**src/rtl/uart_rx_pkg.sv**
```systemverilog
package uart_rx_pkg;
   localparam int DATA_MAX = 8;
   localparam int DATA_MIN = 5;

   typedef enum logic [2:0] {
      RX_IDLE,
      RX_START,
      RX_DATA,
      RX_PAR,
      RX_STOP
   } rx_state_t;

   typedef struct packed {
      logic [1:0] len_sel;
      logic       par_inhibit;
      logic       par_even;
   } rx_cfg_t;

   typedef struct packed {
      logic [DATA_MAX-1:0] data;
      logic                perr;
      logic                ferr;
   } rx_char_t;
endpackage

```
**src/rtl/uart_rx_cfg.sv**
```systemverilog
module uart_rx_cfg
   import uart_rx_pkg::*;
(
   input  logic       clk,
   input  logic       rst,
   input  logic       load,
   input  logic [1:0] len_sel,
   input  logic       par_inhibit,
   input  logic       par_even,
   output rx_cfg_t    cfg
);
   rx_cfg_t cfg_q;

   always_ff @(posedge clk) begin
      if (rst) begin
         cfg_q <= '{len_sel: 2'd3, par_inhibit: 1'b1, par_even: 1'b0};
      end else if (load) begin
         cfg_q <= '{len_sel: len_sel, par_inhibit: par_inhibit, par_even: par_even};
      end
   end

   assign cfg = cfg_q;

   AST_CFG_HOLD: assert property (@(posedge clk) disable iff (rst)
      !load |=> $stable(cfg_q)) else $error("cfg changed without load");
endmodule

```
**src/rtl/uart_rx_sampler.sv**
```systemverilog
module uart_rx_sampler
   import uart_rx_pkg::*;
#(
   parameter int OVS         = 16,
   parameter int SYNC_STAGES = 2
) (
   input  logic     clk,
   input  logic     rst,
   input  logic     rx_line,
   input  rx_cfg_t  cfg,
   output logic     done,
   output rx_char_t chr
);
   localparam int CW   = $clog2(OVS);
   localparam int HALF = OVS / 2;
   localparam int IW   = $clog2(DATA_MAX);

   if (OVS < 4) begin : g_bad_ovs
      $error("OVS must be at least 4");
   end
   if (SYNC_STAGES < 0) begin : g_bad_sync
      $error("SYNC_STAGES must not be negative");
   end

   logic line;

   if (SYNC_STAGES == 0) begin : g_nosync
      assign line = rx_line;
   end else begin : g_sync
      logic [SYNC_STAGES-1:0] sync_q;
      always_ff @(posedge clk) begin
         if (rst) sync_q <= '1;
         else     sync_q <= {sync_q[SYNC_STAGES-2+1-1:0], rx_line};
      end
      assign line = sync_q[SYNC_STAGES-1];
   end

   rx_state_t           state;
   logic [CW-1:0]       cnt;
   logic [IW-1:0]       idx;
   logic [DATA_MAX-1:0] shreg;
   logic                acc, line_prev, perr_q, ferr_q, done_q;
   logic [IW-1:0]       last_idx;
   logic                at_mid, at_bit;

   assign last_idx = IW'(DATA_MIN - 1) + IW'(cfg.len_sel);
   assign at_mid   = (cnt == CW'(HALF - 1));
   assign at_bit   = (cnt == CW'(OVS - 1));

   always_ff @(posedge clk) begin
      if (rst) begin
         state     <= RX_IDLE;
         cnt       <= '0;
         idx       <= '0;
         shreg     <= '0;
         acc       <= 1'b0;
         line_prev <= 1'b1;
         perr_q    <= 1'b0;
         ferr_q    <= 1'b0;
         done_q    <= 1'b0;
      end else begin
         line_prev <= line;
         done_q    <= 1'b0;
         case (state)
            RX_IDLE: begin
               if (line_prev && !line) begin
                  state <= RX_START;
                  cnt   <= '0;
               end
            end
            RX_START: begin
               if (at_mid) begin
                  cnt <= '0;
                  if (line) begin
                     state <= RX_IDLE;
                  end else begin
                     state  <= RX_DATA;
                     idx    <= '0;
                     shreg  <= '0;
                     acc    <= 1'b0;
                     perr_q <= 1'b0;
                  end
               end else begin
                  cnt <= cnt + 1'b1;
               end
            end
            RX_DATA: begin
               if (at_bit) begin
                  cnt        <= '0;
                  shreg[idx] <= line;
                  acc        <= acc ^ line;
                  if (idx == last_idx) state <= cfg.par_inhibit ? RX_STOP : RX_PAR;
                  else                 idx   <= idx + 1'b1;
               end else begin
                  cnt <= cnt + 1'b1;
               end
            end
            RX_PAR: begin
               if (at_bit) begin
                  cnt    <= '0;
                  perr_q <= cfg.par_even ? (acc ^ line) : ~(acc ^ line);
                  state  <= RX_STOP;
               end else begin
                  cnt <= cnt + 1'b1;
               end
            end
            RX_STOP: begin
               if (at_bit) begin
                  cnt    <= '0;
                  ferr_q <= ~line;
                  if (cfg.par_inhibit) perr_q <= 1'b0;
                  done_q <= 1'b1;
                  state  <= RX_IDLE;
               end else begin
                  cnt <= cnt + 1'b1;
               end
            end
            default: state <= RX_IDLE;
         endcase
      end
   end

   assign done = done_q;
   assign chr  = '{data: shreg, perr: perr_q, ferr: ferr_q};

   AST_IDX_RANGE: assert property (@(posedge clk) disable iff (rst)
      idx <= last_idx || state != RX_DATA) else $error("bit index overrun");
   AST_UPPER_ZERO: assert property (@(posedge clk) disable iff (rst)
      done_q && cfg.len_sel == 2'd0 |-> shreg[DATA_MAX-1:DATA_MIN] == '0)
      else $error("upper bits not zero");
   AST_INHIBIT_NO_PERR: assert property (@(posedge clk) disable iff (rst)
      done_q && cfg.par_inhibit |-> !perr_q) else $error("parity error while inhibited");
   AST_FALSE_START: assert property (@(posedge clk) disable iff (rst)
      state == RX_START && at_mid && line |=> state == RX_IDLE && !done_q)
      else $error("false start not abandoned");
endmodule

```
**src/rtl/uart_rx_status.sv**
```systemverilog
module uart_rx_status
   import uart_rx_pkg::*;
(
   input  logic                clk,
   input  logic                rst,
   input  logic                done,
   input  rx_char_t            chr,
   input  logic                dr_clear_n,
   output logic [DATA_MAX-1:0] buf_data,
   output logic                dr,
   output logic                pe,
   output logic                fe,
   output logic                oe
);
   logic [DATA_MAX-1:0] buf_q;
   logic                dr_q, pe_q, fe_q, oe_q;

   always_ff @(posedge clk) begin
      if (done) buf_q <= chr.data;
   end

   always_ff @(posedge clk) begin
      if (rst) begin
         dr_q <= 1'b0;
         pe_q <= 1'b0;
         fe_q <= 1'b0;
         oe_q <= 1'b0;
      end else if (done) begin
         dr_q <= 1'b1;
         oe_q <= dr_q;
         pe_q <= chr.perr;
         fe_q <= chr.ferr;
      end else if (!dr_clear_n) begin
         dr_q <= 1'b0;
      end
   end

   assign buf_data = buf_q;
   assign dr       = dr_q;
   assign pe       = pe_q;
   assign fe       = fe_q;
   assign oe       = oe_q;

   AST_DR_ON_XFER: assert property (@(posedge clk) disable iff (rst)
      done |=> dr_q) else $error("data ready not set");
   AST_DR_CLEAR: assert property (@(posedge clk) disable iff (rst)
      !done && !dr_clear_n |=> !dr_q) else $error("data ready not cleared");
   AST_NO_OVERRUN_LOST: assert property (@(posedge clk) disable iff (rst)
      done && dr_q |=> oe_q) else $error("overrun missed");
endmodule

```
**src/rtl/uart_rx_core.sv**
```systemverilog
module uart_rx_core
   import uart_rx_pkg::*;
#(
   parameter int OVS         = 16,
   parameter int SYNC_STAGES = 2
) (
   input  logic       clk,
   input  logic       rst,
   input  logic       rx_line,
   input  logic       cfg_load,
   input  logic [1:0] len_sel,
   input  logic       par_inhibit,
   input  logic       par_even,
   input  logic       dr_clear_n,
   input  logic       buf_oe,
   input  logic       flag_oe,
   output logic [7:0] rx_data,
   output logic       data_ready,
   output logic       err_parity,
   output logic       err_frame,
   output logic       err_overrun
);
   rx_cfg_t             cfg;
   rx_char_t            chr;
   logic                done;
   logic [DATA_MAX-1:0] buf_data;
   logic                dr, pe, fe, oe;

   uart_rx_cfg u_cfg (
      .clk(clk), .rst(rst), .load(cfg_load), .len_sel(len_sel),
      .par_inhibit(par_inhibit), .par_even(par_even), .cfg(cfg)
   );

   uart_rx_sampler #(.OVS(OVS), .SYNC_STAGES(SYNC_STAGES)) u_samp (
      .clk(clk), .rst(rst), .rx_line(rx_line), .cfg(cfg),
      .done(done), .chr(chr)
   );

   uart_rx_status u_stat (
      .clk(clk), .rst(rst), .done(done), .chr(chr), .dr_clear_n(dr_clear_n),
      .buf_data(buf_data), .dr(dr), .pe(pe), .fe(fe), .oe(oe)
   );

   assign rx_data     = buf_oe  ? buf_data : '0;
   assign data_ready  = flag_oe & dr;
   assign err_parity  = flag_oe & pe;
   assign err_frame   = flag_oe & fe;
   assign err_overrun = flag_oe & oe;
endmodule

```
**config.mk**
```make
export PLATFORM = sky130hd
export DESIGN_NAME = uart_rx_core
export DESIGN_NICKNAME = d
export VERILOG_FILES = /design/src/rtl/uart_rx_pkg.sv /design/src/rtl/uart_rx_cfg.sv /design/src/rtl/uart_rx_sampler.sv /design/src/rtl/uart_rx_status.sv /design/src/rtl/uart_rx_core.sv
export SDC_FILE = /design/constraint.sdc
export NUM_CORES = 1
export LEC_CHECK = 0
export ABC_CLOCK_PERIOD_IN_PS = 1850
export CORE_MARGIN = 2
export CORE_UTILIZATION = 40
export CTS_BUF_LIST = sky130_fd_sc_hd__clkbuf_4 sky130_fd_sc_hd__clkbuf_8
export CTS_CLUSTER_DIAMETER = 40
export CTS_CLUSTER_SIZE = 24
export DETAILED_ROUTE_END_ITERATION = 16
export SKIP_CTS_REPAIR_TIMING = 1
export SLEW_MARGIN = 20
export SYNTH_ARGS = -nofsm -noshare
export SYNTH_HDL_FRONTEND = slang
export SYNTH_HIERARCHICAL = 1
export SYNTH_SLANG_ARGS = --single-unit
```
**constraint.sdc**
```tcl
create_clock -name clk -period 1.85 [get_ports clk]
set_input_delay 0.37 -clock clk [delete_from_list [all_inputs] [get_ports clk]]
set_output_delay 0.37 -clock clk [all_outputs]
set_load 0.1 [all_outputs]
```
---- Word-level counts from Yosys, hierarchy flattened ----
Cells that the tools add are included.
storage, ports and cells
  bits in registers ....................... 41
  input bits .............................. 11
  output and inout port bits .............. 12
  logic and storage cells ................. 101
cells by class
  $add $sub $neg .......................... 3
  order comparisons ....................... 2
  eq/ne operators ......................... 17
  muxes and demuxes ....................... 38
  bitwise logic cells ..................... 8
  reductions and logical operators ........ 15
operators with widths
  cell                                                                   count
  3-bit two-way mux                                                      11
  8-bit two-way mux                                                      4
  8-bit case mux with 2 select lines                                     1
  3-bit case mux with 5 select lines                                     1
  2-bit by 1-bit != test with 1-bit output, second input constant        7
  4-bit two-way mux                                                      3
  4-bit case mux with 3 select lines                                     1
  6-bit AND reduction                                                    2
  1-bit two-way mux                                                      11
  8-bit bitwise mux                                                      1
  3-bit by 2-bit equality test with 1-bit output, second input constant  2
  2-bit != test, second input constant                                   3
  3-bit case mux with 2 select lines                                     1
  3-bit nonzero test                                                     2
  5-bit AND reduction                                                    1
  4-bit by 1-bit adder with 4-bit output, second input constant          1
  1-bit bitwise AND                                                      4
  4-bit by 3-bit equality test with 1-bit output, second input constant  1
  4-bit equality test, second input constant                             1
  3-bit by 4-bit < comparator with 1-bit output, second input constant   1
  2-bit AND reduction                                                    2
  4-bit AND reduction                                                    1
  3-bit by 1-bit adder with 3-bit output, second input constant          1
  3-bit by 2-bit adder with 3-bit output, first input constant           1
  16 further kinds                                                       19

---- Longest topological paths before layout ----
Gate-level depths: netlist of run 1.
  depth in word-level cells ............... 7
  gate-level depth with buffers ........... 7
  gate-level depth less buffers ........... 6

---- Cells and area by module ----
Netlist of run 1, hierarchy kept.
modules (own cells, without submodules)
  module           instances  cells an instance  area each (um2)  seq. area each (um2)
  uart_rx_sampler  1          183                1478.9           500.5
  uart_rx_status   1          20                 370.4            320.3
  uart_rx_cfg      1          12                 138.9            80.1
  uart_rx_core     1          12                 75.1             0.0

---- Least setup slack after synthesis of run 1 ----
No wires, ideal clock.
  path type ............................... reg-to-reg
  start ................................... reg u_samp.cnt[0]
  end ..................................... reg u_samp.shreg[0]
  library setup time ...................... 88 ps
  arrival time ............................ 1746 ps
  required time ........................... 1762 ps
  path slack .............................. 16 ps
  cell stages (with the launch flop) ...... 6
  path buffers ............................ 0
  period minus slack after synthesis ...... 1834 ps
  path through ............................ dfxtp_1 ha_1 nand2_1 or4b_4 or3_4 o32ai_2
on the way
  longest elaborated chain between the ends .. 3
  elaborated cells between the ends (all ways) .. 5
  those cells by class .................... eq/ne: 4; reduce/logical: 1
RTL lines
  what                                                                                          RTL line                                      source
  start: declaration                                                                            uart_rx_sampler.sv:39                         logic [CW-1:0] cnt;
  start signal: assignment                                                                      uart_rx_sampler.sv:84                         cnt <= cnt + 1'b1;
  start signal: assignment                                                                      uart_rx_sampler.sv:95                         cnt <= cnt + 1'b1;
  start signal: assignment                                                                      uart_rx_sampler.sv:104                        cnt <= cnt + 1'b1;
  4-bit equality test / 4-bit by 3-bit equality test with 1-bit output (equally long branches)  uart_rx_sampler.sv:48, uart_rx_sampler.sv:47
  2-bit by 1-bit != test with 1-bit output (no source line)                                     n/a
  4-bit AND reduction (no source line) *                                                        n/a
  end signal: indexed assignment                                                                uart_rx_sampler.sv:90                         shreg[idx] <= line;
  end: declaration                                                                              uart_rx_sampler.sv:41                         logic [DATA_MAX-1:0] shreg;
Mark *: on every way between the ends. The rest lies on a longest branch, timed or not.
A chain may end at the register's enable or synchronous reset.

---- Final worst setup path of run 1 ----
Same ends and word-level chain as after synthesis.

==> results of run 1 <==
-- worst max-delay path, delay by kind of cell (launching register included) --
kind	cells	cell delay, ps
AO/OA/AOI/OAI	1	220
flip-flops	1	360
AND/OR/NAND/NOR	3	960
adder cells (fa/ha/maj)	1	160
-- power by group through the flow --
| stage | combinational (W) | clock, W | sequential [W] |
|---|---|---|---|
| CTS | 0.000321 | 0.000604 | 0.000941 |
| floorplan | 0.000186 | 0 | 0.000960 |
| finish | 0.000330 | 0.000582 | 0.000946 |
| detailed placement | 0.000319 | 0 | 0.000962 |
| global placement | 0.000318 | 0 | 0.000961 |
| global route | 0.000358 | 0.000642 | 0.000949 |
-- cell usage in the layout (no fill, tap or decap), types with 3 or more instances in the layout --
cell type | Yosys | routed
a211o_1 | 3 | 3
a211oi_1 | 3 | 3
a21oi_1 | 14 | 14
a31oi_1 | 4 | 4
and2_1 | 12 | 12
buf_12 | 0 | 13
buf_4 | 2 | 23
clkbuf_8 | 0 | 5
clkdlybuf4s50_1 | 0 | 10
dfxtp_1 | 33 | 29
dfxtp_2 | 0 | 3
edfxtp_1 | 8 | 8
inv_1 | 6 | 6
mux2i_1 | 7 | 7
nand2_1 | 12 | 12
nand2b_1 | 9 | 9
nand3_1 | 4 | 4
nand3b_1 | 3 | 3
nor2_1 | 19 | 19
nor2b_1 | 13 | 11
nor3b_1 | 3 | 3
o21a_1 | 3 | 3
o21ai_0 | 4 | 4
o21ai_1 | 9 | 9
o32ai_1 | 4 | 4
or2_2 | 3 | 3
or3_1 | 4 | 4
xnor2_1 | 3 | 3
-- routing by layer --
metal  vias to the layer above  global-route usage, %  part of all wire, %  wire length, um
li1                        883                      -                    -                -
met1                       795                  21.52                   46             2021
met2                        36                  29.41                   49             2161
met3                         8                  3.968                  4.2              186
met4                         0                  6.433                  1.3               59
met5                         -                      0                    0                0
-- cells by family after synthesis --
logic type / Yosys count
compound gates: 57
xor+xnor: 4
fa+ha+maj: 2
buf+inv: 23
flops: 41
mux: 8
simple gates: 92
-- cell usage after synthesis, drive strengths merged, types with 2 or more instances --
library cell   n
nand2         12
nand2b         9
a221oi         2
o21a           3
mux2i          7
buf            7
a211oi         3
xnor2          3
and2          12
clkbuf        10
o31a           2
nand3b         3
o32ai          5
nand3          5
inv            6
nor2          19
ha             2
or3            5
o41ai          2
dfxtp         33
a21oi         14
or2            3
nor2b         13
nand4b         2
o21ai         13
o31ai          2
a31oi          4
edfxtp         8
a211o          3
nor3b          4
-- state kept, by name, indices dropped and copies added (netlist names), 2 cells and up --
name / count
u_samp/shreg: 8
u_stat/buf_data: 8
u_cfg/cfg: 4
u_samp/cnt: 4
u_samp/idx: 3
u_samp/state: 3
u_samp/g_sync.sync_q: 2
-- cell type report --
| class | instances | area (um^2) |
|---|---|---|
| inverters | 6 | 22.52 |
| repair buffers | 46 | 533.0 |
| multi-input cells | 163 | 1094 |
| flip-flops and latches | 41 | 908.4 |
| clock buffers | 5 | 68.82 |
| well taps | 70 | 87.58 |
| clock inverters | 3 | 17.52 |
| fillers | 462 | 2311 |
-- worst max-delay path by stage --
stage | from | end | slack (ps) | cells past startpoint
2_1_floorplan | u_samp/cnt[0]$_SDFFE_PP0P_ | u_samp/shreg[0]$_SDFFE_PP0P_ | 20 | 5
3_3_place_gp | u_samp/cnt[1]$_SDFFE_PP0P_ | u_samp/shreg[0]$_SDFFE_PP0P_ | 50 | 5
3_5_place_dp | u_samp/cnt[1]$_SDFFE_PP0P_ | u_samp/shreg[0]$_SDFFE_PP0P_ | -20 | 5
4_1_cts | u_samp/cnt[1]$_SDFFE_PP0P_ | u_samp/shreg[0]$_SDFFE_PP0P_ | -60 | 5
5_1_grt | u_samp/cnt[1]$_SDFFE_PP0P_ | u_samp/shreg[0]$_SDFFE_PP0P_ | 7 | 5
6_report | u_samp/cnt[0]$_SDFFE_PP0P_ | u_samp/shreg[0]$_SDFFE_PP0P_ | 70 | 5
-- per-stage QoR --
stage	util [%]	setup slack (ps)	hold slack, ps	total power (W)
2_1_floorplan	-	16.00	389.5	0.001147
3_3_place_gp	51.74	48.59	405.1	0.001279
3_5_place_dp	51.74	-19.43	397.5	0.001281
4_1_cts	53.45	-60.80	420.5	0.001866
5_1_grt	54.17	7.012	438.0	0.001950
6_report	54.17	65.38	416.5	0.001858
==> impl_metrics.prom, run 1 <==
# TYPE chip_impl_metric gauge
chip_impl_info{name="dominant_combinational_cell_family_by_area_after_synthesis",value="simple AND/OR/NAND/NOR gates"} 1
chip_impl_metric{name="final_net_count",unit=""} 276
chip_impl_metric{name="ffs_latches_synth",unit=""} 41
chip_impl_metric{name="yosys-mux-area-fraction",unit="%"} 3.942
chip_impl_metric{name="pwr-share-clk",unit="%"} 31.3
chip_impl_metric{name="layout-drive-gt1-share",unit="%"} 23.11
chip_impl_metric{name="remaining_drc_errors",unit=""} 0
chip_impl_info{name="cp-end-kind",value="flip-flop"} 1
chip_impl_metric{name="tightest_slew",unit="ps"} 357.9
chip_impl_metric{name="maximum_root_to_sink_buffer_count",unit=""} 2
chip_impl_info{name="grt_setup_unrepaired",value="no"} 1
chip_impl_metric{name="cp.arrival",unit="ps"} 2000
chip_impl_metric{name="design.core.area",unit="mm^2"} 0.005042
chip_impl_metric{name="dp.final_hpwl",unit="um"} 3211
chip_impl_metric{name="seq_area_frac_synth",unit="%"} 43.66
chip_impl_info{name="critical_path.cell_chain",value="ha_4, nand2_1, or4b_4, or3_4, o32ai_2"} 1
chip_impl_metric{name="synth-warning-count",unit=""} 6
chip_impl_metric{name="max_cap_viol_count",unit=""} 0
chip_impl_metric{name="synth_simple_gate_area_share",unit="%"} 25.71
chip_impl_metric{name="total_congestion_overflow_after_global_routing",unit=""} 0
chip_impl_metric{name="grt_max_degree",unit=""} 21
chip_impl_metric{name="asyncSetResetFlopFracSynth",unit="%"} 0
chip_impl_metric{name="max_slew_margin",unit="%"} 76.08
chip_impl_metric{name="chipHeight",unit="um"} 75.82
chip_impl_metric{name="h_tree_depth",unit=""} 2
chip_impl_metric{name="synth_compound_gate_area_share",unit="%"} 19.04
chip_impl_metric{name="power_switching_share",unit="%"} 27.40
chip_impl_metric{name="synthesis.area_per_instance",unit="um^2"} 9.089
chip_impl_metric{name="r2r_setup_slack",unit="ps"} 70
chip_impl_metric{name="vias_per_cell",unit=""} 5.156
chip_impl_info{name="cpMaxStageDelayCell",value="or4b_4"} 1
chip_impl_metric{name="antenna_diode_count",unit=""} 0
chip_impl_metric{name="grt_first_pass_wirelength",unit="um"} 7479
chip_impl_metric{name="synth-edff-count",unit=""} 8
chip_impl_metric{name="dieArea",unit="mm^2"} 0.005749
chip_impl_metric{name="via_count",unit=""} 1722
chip_impl_metric{name="syn2layout_area_growth",unit="%"} 32.38
chip_impl_metric{name="power_frac_seq",unit="%"} 50.9
chip_impl_metric{name="synth.cell_area",unit="mm^2"} 0.002063
chip_impl_info{name="worst_hold_path_type",value="flip-flop to flip-flop"} 1
chip_impl_metric{name="rr_worst_depth",unit=""} 5
chip_impl_metric{name="width_of_the_chip",unit="um"} 75.82
chip_impl_metric{name="clock_latency",unit="ps"} 300
chip_impl_metric{name="routabilityCongestion",unit=""} 0.8549
chip_impl_metric{name="antenna_found_initial",unit=""} 0
chip_impl_metric{name="power.combinational.fraction",unit="%"} 17.7
chip_impl_metric{name="cts-buffers-inserted",unit=""} 5
chip_impl_metric{name="placed_area",unit="mm^2"} 0.002609
chip_impl_metric{name="firstDrtPassIters",unit=""} 4
chip_impl_metric{name="synth.top_cell.area_share",unit="%"} 32.02
chip_impl_metric{name="place.detailed.instances",unit=""} 326
chip_impl_metric{name="timing.hold.worst_path_depth",unit=""} 1
chip_impl_metric{name="final_max_slew_viol_count",unit=""} 0
chip_impl_metric{name="fin_tns_setup",unit="ps"} 0
chip_impl_metric{name="num_rows",unit=""} 26
chip_impl_metric{name="endpoints_failing_hold",unit=""} 0
chip_impl_metric{name="drt_first_iter_violations",unit=""} 71
chip_impl_metric{name="power_report.internal_total",unit="W"} 0.001349
chip_impl_metric{name="yosys.area_share.xor_xnor",unit="%"} 1.698
chip_impl_info{name="synth.top_cells.by_area",value="dfxtp_1 32%, edfxtp_1 12%, nor2b_1 3.9%, and2_1 3.6%, nor2_1 3.5%"} 1
chip_impl_metric{name="synthesis.nets",unit=""} 240
chip_impl_metric{name="floorplan.initialDensity",unit="%"} 40.92
chip_impl_info{name="regToRegEndpoint",value="u_samp/shreg[0]$_SDFFE_PP0P_"} 1
chip_impl_metric{name="crit_fanout",unit=""} 4
chip_impl_info{name="hold_start",value="u_samp/g_sync.sync_q[0]$_SDFF_PP1_"} 1
chip_impl_info{name="tritoncts",value="yes"} 1
chip_impl_metric{name="final_period_minus_worst_setup_slack",unit="ps"} 1785
chip_impl_metric{name="path_clk_slew",unit="ps"} 80
chip_impl_metric{name="worst_path_largest_cell_delay",unit="ps"} 520
chip_impl_metric{name="final_cell_area",unit="mm^2"} 0.002731
chip_impl_metric{name="top_level_ports",unit=""} 23
chip_impl_metric{name="globalRouteTotalUtil",unit="%"} 17.38
chip_impl_metric{name="synth.lib_cells_used.distinct",unit=""} 49
chip_impl_metric{name="area_share_of_fa_ha_maj_cells_after_synthesis",unit="%"} 1.213
chip_impl_info{name="ys_dominant_reg_cell",value="dfxtp_1"} 1
chip_impl_metric{name="p_leak",unit="nW"} 0.9784
chip_impl_info{name="outcome",value="completed"} 1
chip_impl_info{name="critical_path.reg2reg.startpoint",value="u_samp/cnt[0]$_SDFFE_PP0P_"} 1
chip_impl_metric{name="finalCritPeriodShare",unit="%"} 96.47
chip_impl_metric{name="finalSetupViolCount",unit=""} 0
chip_impl_info{name="hold_path_end",value="u_samp/g_sync.sync_q[1]$_SDFF_PP1_"} 1
chip_impl_info{name="yosys.area.top_type",value="dfxtp_1"} 1
chip_impl_metric{name="vdd_drop_max",unit="mV"} 0.4014
chip_impl_metric{name="netSwitchingPower",unit="W"} 0.0005090
chip_impl_metric{name="pwr_density_cell",unit="mW/mm^2"} 680.1
chip_impl_info{name="critPathKind",value="flip-flop to flip-flop"} 1
chip_impl_metric{name="layoutNonFillerInstCount",unit=""} 334
chip_impl_metric{name="totalWireLength",unit="um"} 4428
chip_impl_metric{name="postSynthCellCount",unit=""} 227
chip_impl_metric{name="grt_pass1_vias",unit=""} 1594
chip_impl_metric{name="clkSinkCount",unit=""} 41
chip_impl_metric{name="finClkSkew",unit="ps"} 7.129
chip_impl_info{name="ctsRootBufferMaster",value="clkbuf_8"} 1
chip_impl_metric{name="worstPathRequired",unit="ps"} 2060
chip_impl_metric{name="fmax",unit="GHz"} 0.5603
chip_impl_metric{name="postRouteAntennaNets",unit=""} 0
chip_impl_metric{name="port-buffer-count",unit=""} 22
chip_impl_metric{name="routed_wire_length_per_instance",unit="um"} 13.26
chip_impl_info{name="crit_path_start_kind",value="flip-flop"} 1
(Power assumes the default switching activity.)
==> inputs of run 2 (changes only) <==
--- a/config.mk
+++ b/config.mk
@@ -12,6 +12,7 @@
 export CTS_CLUSTER_DIAMETER = 40
 export CTS_CLUSTER_SIZE = 24
 export DETAILED_ROUTE_END_ITERATION = 16
+export GPL_ROUTABILITY_DRIVEN = 0
 export SKIP_CTS_REPAIR_TIMING = 1
 export SLEW_MARGIN = 20
 export SYNTH_ARGS = -nofsm -noshare
==> results of run 2 <==
Final layout, timing and power as in run 1 (identical DEF).
